<file path="config.mk">
export PLATFORM = sky130hd
export DESIGN_NAME = wsb_master
export DESIGN_NICKNAME = d
export VERILOG_FILES = /design/src/rtl/wsb_pkg.sv /design/src/rtl/wsb_seq.sv /design/src/rtl/wsb_wait_cnt.sv /design/src/rtl/wsb_datapath.sv /design/src/rtl/wsb_master.sv
export SDC_FILE = /design/constraint.sdc
export NUM_CORES = 1
export LEC_CHECK = 0
export BUFFER_PORTS_ARGS = -buffer_cell sky130_fd_sc_hd__buf_4
export CORE_MARGIN = 2
export CORE_UTILIZATION = 52
export DETAILED_ROUTE_END_ITERATION = 8
export GPL_ROUTABILITY_DRIVEN = 0
export GPL_TIMING_DRIVEN = 1
export PLACE_DENSITY = 0.95
export REMOVE_ABC_BUFFERS = 1
export SYNTH_ARGS = -nofsm -noshare
export SYNTH_HDL_FRONTEND = slang
export SYNTH_SLANG_ARGS = --single-unit
</file>
<file path="constraint.sdc">
create_clock -name clk -period 4 [get_ports clk]
set_input_delay 0.2 -clock clk [delete_from_list [all_inputs] [get_ports clk]]
set_output_delay 0.2 -clock clk [all_outputs]
set_load 0.01 [all_outputs]
</file>
<file path="src/rtl/wsb_pkg.sv">
package wsb_pkg;
  typedef enum logic [1:0] {
    PH_IDLE = 2'd0,
    PH_ADDR = 2'd1,
    PH_STRB = 2'd2
  } wsb_phase_t;
endpackage

</file>
<file path="src/rtl/wsb_seq.sv">
module wsb_seq
  import wsb_pkg::*;
(
  input  logic       clk,
  input  logic       rst_n,
  input  logic       start,
  input  logic       bus_wait,
  output wsb_phase_t phase,
  output logic       done
);
  wsb_phase_t phase_q, phase_d;

  always_comb begin
    phase_d = phase_q;
    case (phase_q)
      PH_IDLE: if (start)     phase_d = PH_ADDR;
      PH_ADDR:                phase_d = PH_STRB;
      PH_STRB: if (!bus_wait) phase_d = PH_IDLE;
      default:                phase_d = PH_IDLE;
    endcase
  end

  always_ff @(posedge clk or negedge rst_n) begin
    if (!rst_n) phase_q <= PH_IDLE;
    else        phase_q <= phase_d;
  end

  assign phase = phase_q;
  assign done  = (phase_q == PH_STRB) && !bus_wait;


  addr_to_strobe_chk: assert property (@(posedge clk) disable iff (!rst_n)
    (phase_q == PH_ADDR) |=> (phase_q == PH_STRB));

  stall_hold_chk: assert property (@(posedge clk) disable iff (!rst_n)
    (phase_q == PH_STRB && bus_wait) |=> (phase_q == PH_STRB));
endmodule

</file>
<file path="src/rtl/wsb_wait_cnt.sv">
module wsb_wait_cnt #(
  parameter int WAIT_W = 8
) (
  input  logic              clk,
  input  logic              rst_n,
  input  logic              clr,
  input  logic              inc,
  output logic [WAIT_W-1:0] count
);
  localparam logic [WAIT_W-1:0] CNT_MAX = {WAIT_W{1'b1}};

  logic [WAIT_W-1:0] cnt_q, cnt_d;
  logic              cnt_en;

  assign cnt_en = clr || (inc && (cnt_q != CNT_MAX));

  always_comb begin
    if (clr) cnt_d = '0;
    else     cnt_d = cnt_q + 1'b1;
  end

  always_ff @(posedge clk or negedge rst_n) begin
    if (!rst_n)      cnt_q <= '0;
    else if (cnt_en) cnt_q <= cnt_d;
  end

  assign count = cnt_q;


  wait_sat_chk: assert property (@(posedge clk) disable iff (!rst_n)
    (inc && !clr && cnt_q == CNT_MAX) |=> (cnt_q == CNT_MAX));

  wait_step_chk: assert property (@(posedge clk) disable iff (!rst_n)
    (inc && !clr && cnt_q != CNT_MAX) |=> (cnt_q == $past(cnt_q) + 1'b1));
endmodule

</file>
<file path="src/rtl/wsb_datapath.sv">
module wsb_datapath #(
  parameter int ADDR_W = 16,
  parameter int DATA_W = 16,
  parameter int WAIT_W = 8
) (
  input  logic              clk,
  input  logic              rst_n,
  input  logic              start,
  input  logic              done,
  input  logic              req_write,
  input  logic [ADDR_W-1:0] req_addr,
  input  logic [DATA_W-1:0] req_wdata,
  input  logic [DATA_W-1:0] bus_rdata,
  input  logic [WAIT_W-1:0] wait_count,
  output logic              write_sel,
  output logic [ADDR_W-1:0] addr_out,
  output logic [DATA_W-1:0] wdata_out,
  output logic              rsp_valid,
  output logic [DATA_W-1:0] rsp_rdata,
  output logic [WAIT_W-1:0] rsp_waits
);
  logic              wr_q;
  logic [ADDR_W-1:0] addr_q;
  logic [DATA_W-1:0] wdata_q;
  logic              vld_q;
  logic [DATA_W-1:0] rdata_q;
  logic [WAIT_W-1:0] waits_q;
  logic              rd_cap_en;

  assign rd_cap_en = done && !wr_q;

  always_ff @(posedge clk or negedge rst_n) begin
    if (!rst_n) begin
      wr_q    <= 1'b0;
      addr_q  <= '0;
      wdata_q <= '0;
    end else if (start) begin
      wr_q    <= req_write;
      addr_q  <= req_addr;
      wdata_q <= req_wdata;
    end
  end

  always_ff @(posedge clk or negedge rst_n) begin
    if (!rst_n) vld_q <= 1'b0;
    else        vld_q <= done;
  end

  always_ff @(posedge clk or negedge rst_n) begin
    if (!rst_n)         rdata_q <= '0;
    else if (rd_cap_en) rdata_q <= bus_rdata;
  end

  always_ff @(posedge clk or negedge rst_n) begin
    if (!rst_n)    waits_q <= '0;
    else if (done) waits_q <= wait_count;
  end

  assign write_sel = wr_q;
  assign addr_out  = addr_q;
  assign wdata_out = wdata_q;
  assign rsp_valid = vld_q;
  assign rsp_rdata = rdata_q;
  assign rsp_waits = waits_q;


  rsp_pulse_chk: assert property (@(posedge clk) disable iff (!rst_n)
    vld_q |=> !vld_q);

  write_keeps_rdata_chk: assert property (@(posedge clk) disable iff (!rst_n)
    (done && wr_q) |=> $stable(rdata_q));
endmodule

</file>
<file path="src/rtl/wsb_master.sv">
module wsb_master
  import wsb_pkg::*;
#(
  parameter int ADDR_W = 16,
  parameter int DATA_W = 16,
  parameter int WAIT_W = 8
) (
  input  logic              clk,
  input  logic              rst_n,
  input  logic              req_valid,
  output logic              req_ready,
  input  logic              req_write,
  input  logic [ADDR_W-1:0] req_addr,
  input  logic [DATA_W-1:0] req_wdata,
  output logic              rsp_valid,
  output logic [DATA_W-1:0] rsp_rdata,
  output logic [WAIT_W-1:0] rsp_waits,
  output logic [ADDR_W-1:0] bus_addr,
  output logic [DATA_W-1:0] bus_wdata,
  output logic              bus_rd,
  output logic              bus_wr,
  input  logic              bus_wait,
  input  logic [DATA_W-1:0] bus_rdata
);
  wsb_phase_t        phase;
  logic              done;
  logic              start;
  logic              write_sel;
  logic              strobe_on;
  logic [WAIT_W-1:0] wait_count;

  assign req_ready = (phase == PH_IDLE);
  assign start     = req_valid && req_ready;
  assign strobe_on = (phase == PH_STRB);

  wsb_seq u_seq (
    .clk      (clk),
    .rst_n    (rst_n),
    .start    (start),
    .bus_wait (bus_wait),
    .phase    (phase),
    .done     (done)
  );

  wsb_wait_cnt #(.WAIT_W(WAIT_W)) u_wcnt (
    .clk   (clk),
    .rst_n (rst_n),
    .clr   (phase == PH_ADDR),
    .inc   (strobe_on && bus_wait),
    .count (wait_count)
  );

  wsb_datapath #(.ADDR_W(ADDR_W), .DATA_W(DATA_W), .WAIT_W(WAIT_W)) u_dp (
    .clk        (clk),
    .rst_n      (rst_n),
    .start      (start),
    .done       (done),
    .req_write  (req_write),
    .req_addr   (req_addr),
    .req_wdata  (req_wdata),
    .bus_rdata  (bus_rdata),
    .wait_count (wait_count),
    .write_sel  (write_sel),
    .addr_out   (bus_addr),
    .wdata_out  (bus_wdata),
    .rsp_valid  (rsp_valid),
    .rsp_rdata  (rsp_rdata),
    .rsp_waits  (rsp_waits)
  );

  assign bus_rd = strobe_on && !write_sel;
  assign bus_wr = strobe_on &&  write_sel;


  strobe_excl_chk: assert property (@(posedge clk) disable iff (!rst_n)
    !(bus_rd && bus_wr));

  stall_stable_chk: assert property (@(posedge clk) disable iff (!rst_n)
    ((bus_rd || bus_wr) && bus_wait) |=>
      ($stable(bus_addr) && $stable(bus_wdata) && $stable(bus_rd) && $stable(bus_wr)));

  addr_settled_chk: assert property (@(posedge clk) disable iff (!rst_n)
    $rose(bus_rd || bus_wr) |-> $stable(bus_addr));

  busy_after_accept_chk: assert property (@(posedge clk) disable iff (!rst_n)
    (req_valid && req_ready) |=> !req_ready);
endmodule

</file>
==> metrics.md <==
| Metric | Value |
|---|---|
| Fin. Hold Viols | `0` |
| GRT met1 Usage | `25.1%` |
| Worst hold endpoint | `u_dp.write_sel` |
| Post-synth top area share | `60.1%` |
| Hold depth | `3` |
| Row cnt | `26` |
| Async SR Flop Fraction | `100%` |
| Worst slew margin | `32.2%` |
| Total routed wirelength | `5680 microns` |
| Post-synth EDFFs | `0` |
| Post-cts resize count | `0` |
| Synthesized area | `0.00283 sq mm` |
| WS Path Type | `register to register` |
| CTS tree | `built` |
| Critical path capture point type | `register` |
| Worst endpoint data arrival time | `between 2 and 2.5 ns` |
| Crit path required time | `4.22 ns` |
| Reg2Reg Capture Point | `u_dp.wdata_out[1]` |
| Hold slack | `0.0673 ns` |
| Antenna diodes | `0` |
| DRT antenna net count | `0` |
| Area delta synth->final | `36.9%` |
| Share of cells above drive strength 1 | `a little under two thirds` |
| Core region area | `0.00517 sq mm` |
| M3 GR Usage | `under 10%` |
| DIE AREA | `0.00605 sq mm` |
| Max Clock Skew | `between 0.006 and 0.007 ns` |
| Max VDD drop | `0.445 mV` |
| Mux contribution to synthesized area | `roughly 28%` |
| IO Pins | `~110` |
| Num CTS Buffers | `9` |
| DR vias | `1892` |
| Area post-placement | `0.00370 sq mm` |
| Seq cells post-synth | `68` |
| Ys flop type | `dfrtp_1` |
| Grt peak-use layer | `met2` |
| Initial antenna violation count | `0` |
| Setup TNS | `0 ns` |
| Worst Hold Launch | `req_write` |
| XOR/XNOR Fraction of Synth Area | `0.309%` |
| Worst Setup Start Kind | `register` |
| Top cells by area, synth | `dfrtp_1, mux2_4, mux2_2` |
| H-tree depth | `3` |
| Cell area power density | `between 700 and 800 mW/mm^2` |
| Worst R2R Setup Slack | `2.01 ns` |
| Actual slew at the worst max-slew pin | `1.02 ns` |
| Port bufs | `112` |
| Initial Utilization | `between 50 and 60%` |
| # setup viols final | `0` |
| Clock sink total | `about 70` |
| R2R depth | `3` |
| Grt met2 use | `30.5%` |
| Top-count cell post-synth | `dfrtp_1` |
| Commonest cells in the synthesized netlist | `dfrtp_1, mux2_4, mux2_2, nand2_1, nand3_1` |
| Clock transition at path regs | `0.07 ns` |
| Leakage Power | `1.94 nW` |
| Die X | `77.8 microns` |
| Max cap viols | `0` |
| Clock period minus worst slack | `1.99 ns` |
| Post-Synth Adder-Cell Area | `0.442%` |
| Routed len/inst | `roughly 15 microns` |
| Post-CTS setup buffers | `0` |
| Max clock buf depth | `2` |
| Synth Warn # | `0` |
| Gr usage total | `20.2%` |
| Maximum fanout along the worst path | `35` |
| Tcrit/Tclk final | `49.6%` |
| Count of cell types in the netlist | `30` |
| Complex-gate fraction of the synthesized area | `2.74%` |
| Number of vias per cell | `about 5.1` |
| Fin. max-slew vios | `0` |
| HPWL Detailed | `4010 microns` |
| Clock tree root driver cell | `clkbuf_8` |
| Initial DRC count | `~120` |
| RSZ-0062 raised after global routing | `false` |
| FF-to-FF Start | `u_seq.phase[1]` |
| Post-layout instance area | `roughly 0.0039 sq mm` |
| Chip Height | `slightly below 80 microns` |
| Vias in the first global route | `about 1900` |
| Largest net degree at the start of global routing | `between 60 and 70` |
| Syn Area/Cell | `16.1 sq um` |
| Hold Crit Class | `input port to register` |
| First-pass DRT Iterations | `4` |
| Nets | `348` |
| Post-route DRC violation count | `0` |
| Peak Freq | `slightly above 500 MHz` |
| Worst skew pair latency | `0.34 ns` |
| Post-Synthesis Cells | `~180` |
| First-pass GRT wire length | `9230 microns` |
| Outcome | `complete, no violations` |
| Synth area leader | `dfrtp_1` |
| Seq/Total Area, Yosys | `60.1%` |
| Post-synthesis simple-gate area fraction | `5.83%` |
| Largest family of logic cells by synthesized area | `multiplexers` |
| Gr ovfl total | `0` |
-- registers in the layout, summed over array words and instances, names as in the netlist --
register / cells
u_wcnt.count: 8
u_dp.addr_out: 16
u_seq.phase: 2
u_dp.rsp_rdata: 16
u_dp.wdata_out: 16
u_dp.rsp_waits: 8
u_dp.write_sel: 1
u_dp.rsp_valid: 1
-- area by class of cell --
type                       instances  area, sq um
clock buffer                      11          141
clock inverter                     5         27.5
timing repair buffer             113          851
fill                             344         1290
sequential                        68         1700
multi-input combinational        101         1060
inverter                           1         3.75
tap                               70         87.6
-- per-stage QoR --
stage,setup WS (ns),util (%),total power [mW],instances
2_1_floorplan,1.60,-,1.82,170
3_3_place_gp,2.07,71.5,2.35,352
3_5_place_dp,2.04,71.5,2.39,352
4_1_cts,2.03,75.0,2.89,369
5_1_grt,1.91,75.0,3.02,369
6_report,2.01,75.0,2.86,369
-- worst max-delay path by stage --
stage | cells past startpoint | end | slack, ns | from
2_1_floorplan | 3 | u_dp.wdata_out[0] | 1.60 | u_seq.phase[1]
3_3_place_gp | 3 | u_dp.wdata_out[1] | 2.07 | u_seq.phase[1]
3_5_place_dp | 3 | u_dp.wdata_out[1] | 2.04 | u_seq.phase[1]
4_1_cts | 3 | u_dp.wdata_out[1] | 2.03 | u_seq.phase[1]
5_1_grt | 3 | u_dp.wdata_out[3] | 1.91 | u_seq.phase[1]
6_report | 3 | u_dp.wdata_out[1] | 2.01 | u_seq.phase[1]
-- power breakdown --
group / total, mW / internal [mW] / switching, mW
logic: 1.22 / 0.760 / 0.461
clock network: 0.488 / 0.237 / 0.250
registers: 1.15 / 0.972 / 0.183
-- routing by layer --
| metal | vias to the layer above | routed length, microns |
|---|---|---|
| met4 | 0 | 172 |
| met5 | - | 0 |
| li1 | 867 | - |
| met1 | 927 | 2320 |
| met3 | 15 | 440 |
| met2 | 83 | 2740 |
-- cell usage in the layout, fill, tap and decap left out, types with 3 or more instances in the layout --
master	synthesis	layout
nor2_1	3	3
buf_4	0	112
clkbuf_8	0	10
mux2_4	37	37
clkinv_2	0	4
nand4_1	3	3
nand3_1	5	5
nand2_1	10	10
dfrtp_1	68	68
o21ai_0	4	4
mux2i_1	3	3
mux2_2	19	19
-- what timing repair did --
action,4_1_cts,5_1_grt
endpoints found under the setup margin,0,0
hold buffers,1,0
hold endpoints to repair,68,0
-- kinds of logic (layout without fill, tap and decap cells) --
group	count (synthesis)	after routing
flops	68	68
simple gates	30	30
compound gates	10	10
mux	59	59
buf+inv	7	130
fa+ha+maj	1	1
xor+xnor	1	1
-- critical path: stages, from the launching register on --
cell and delay (ns):
dfrtp_1 0.45, nor2_1 0.13, and2_2 0.84, mux2_2 0.42
Power figures use the tool's default switching activity.
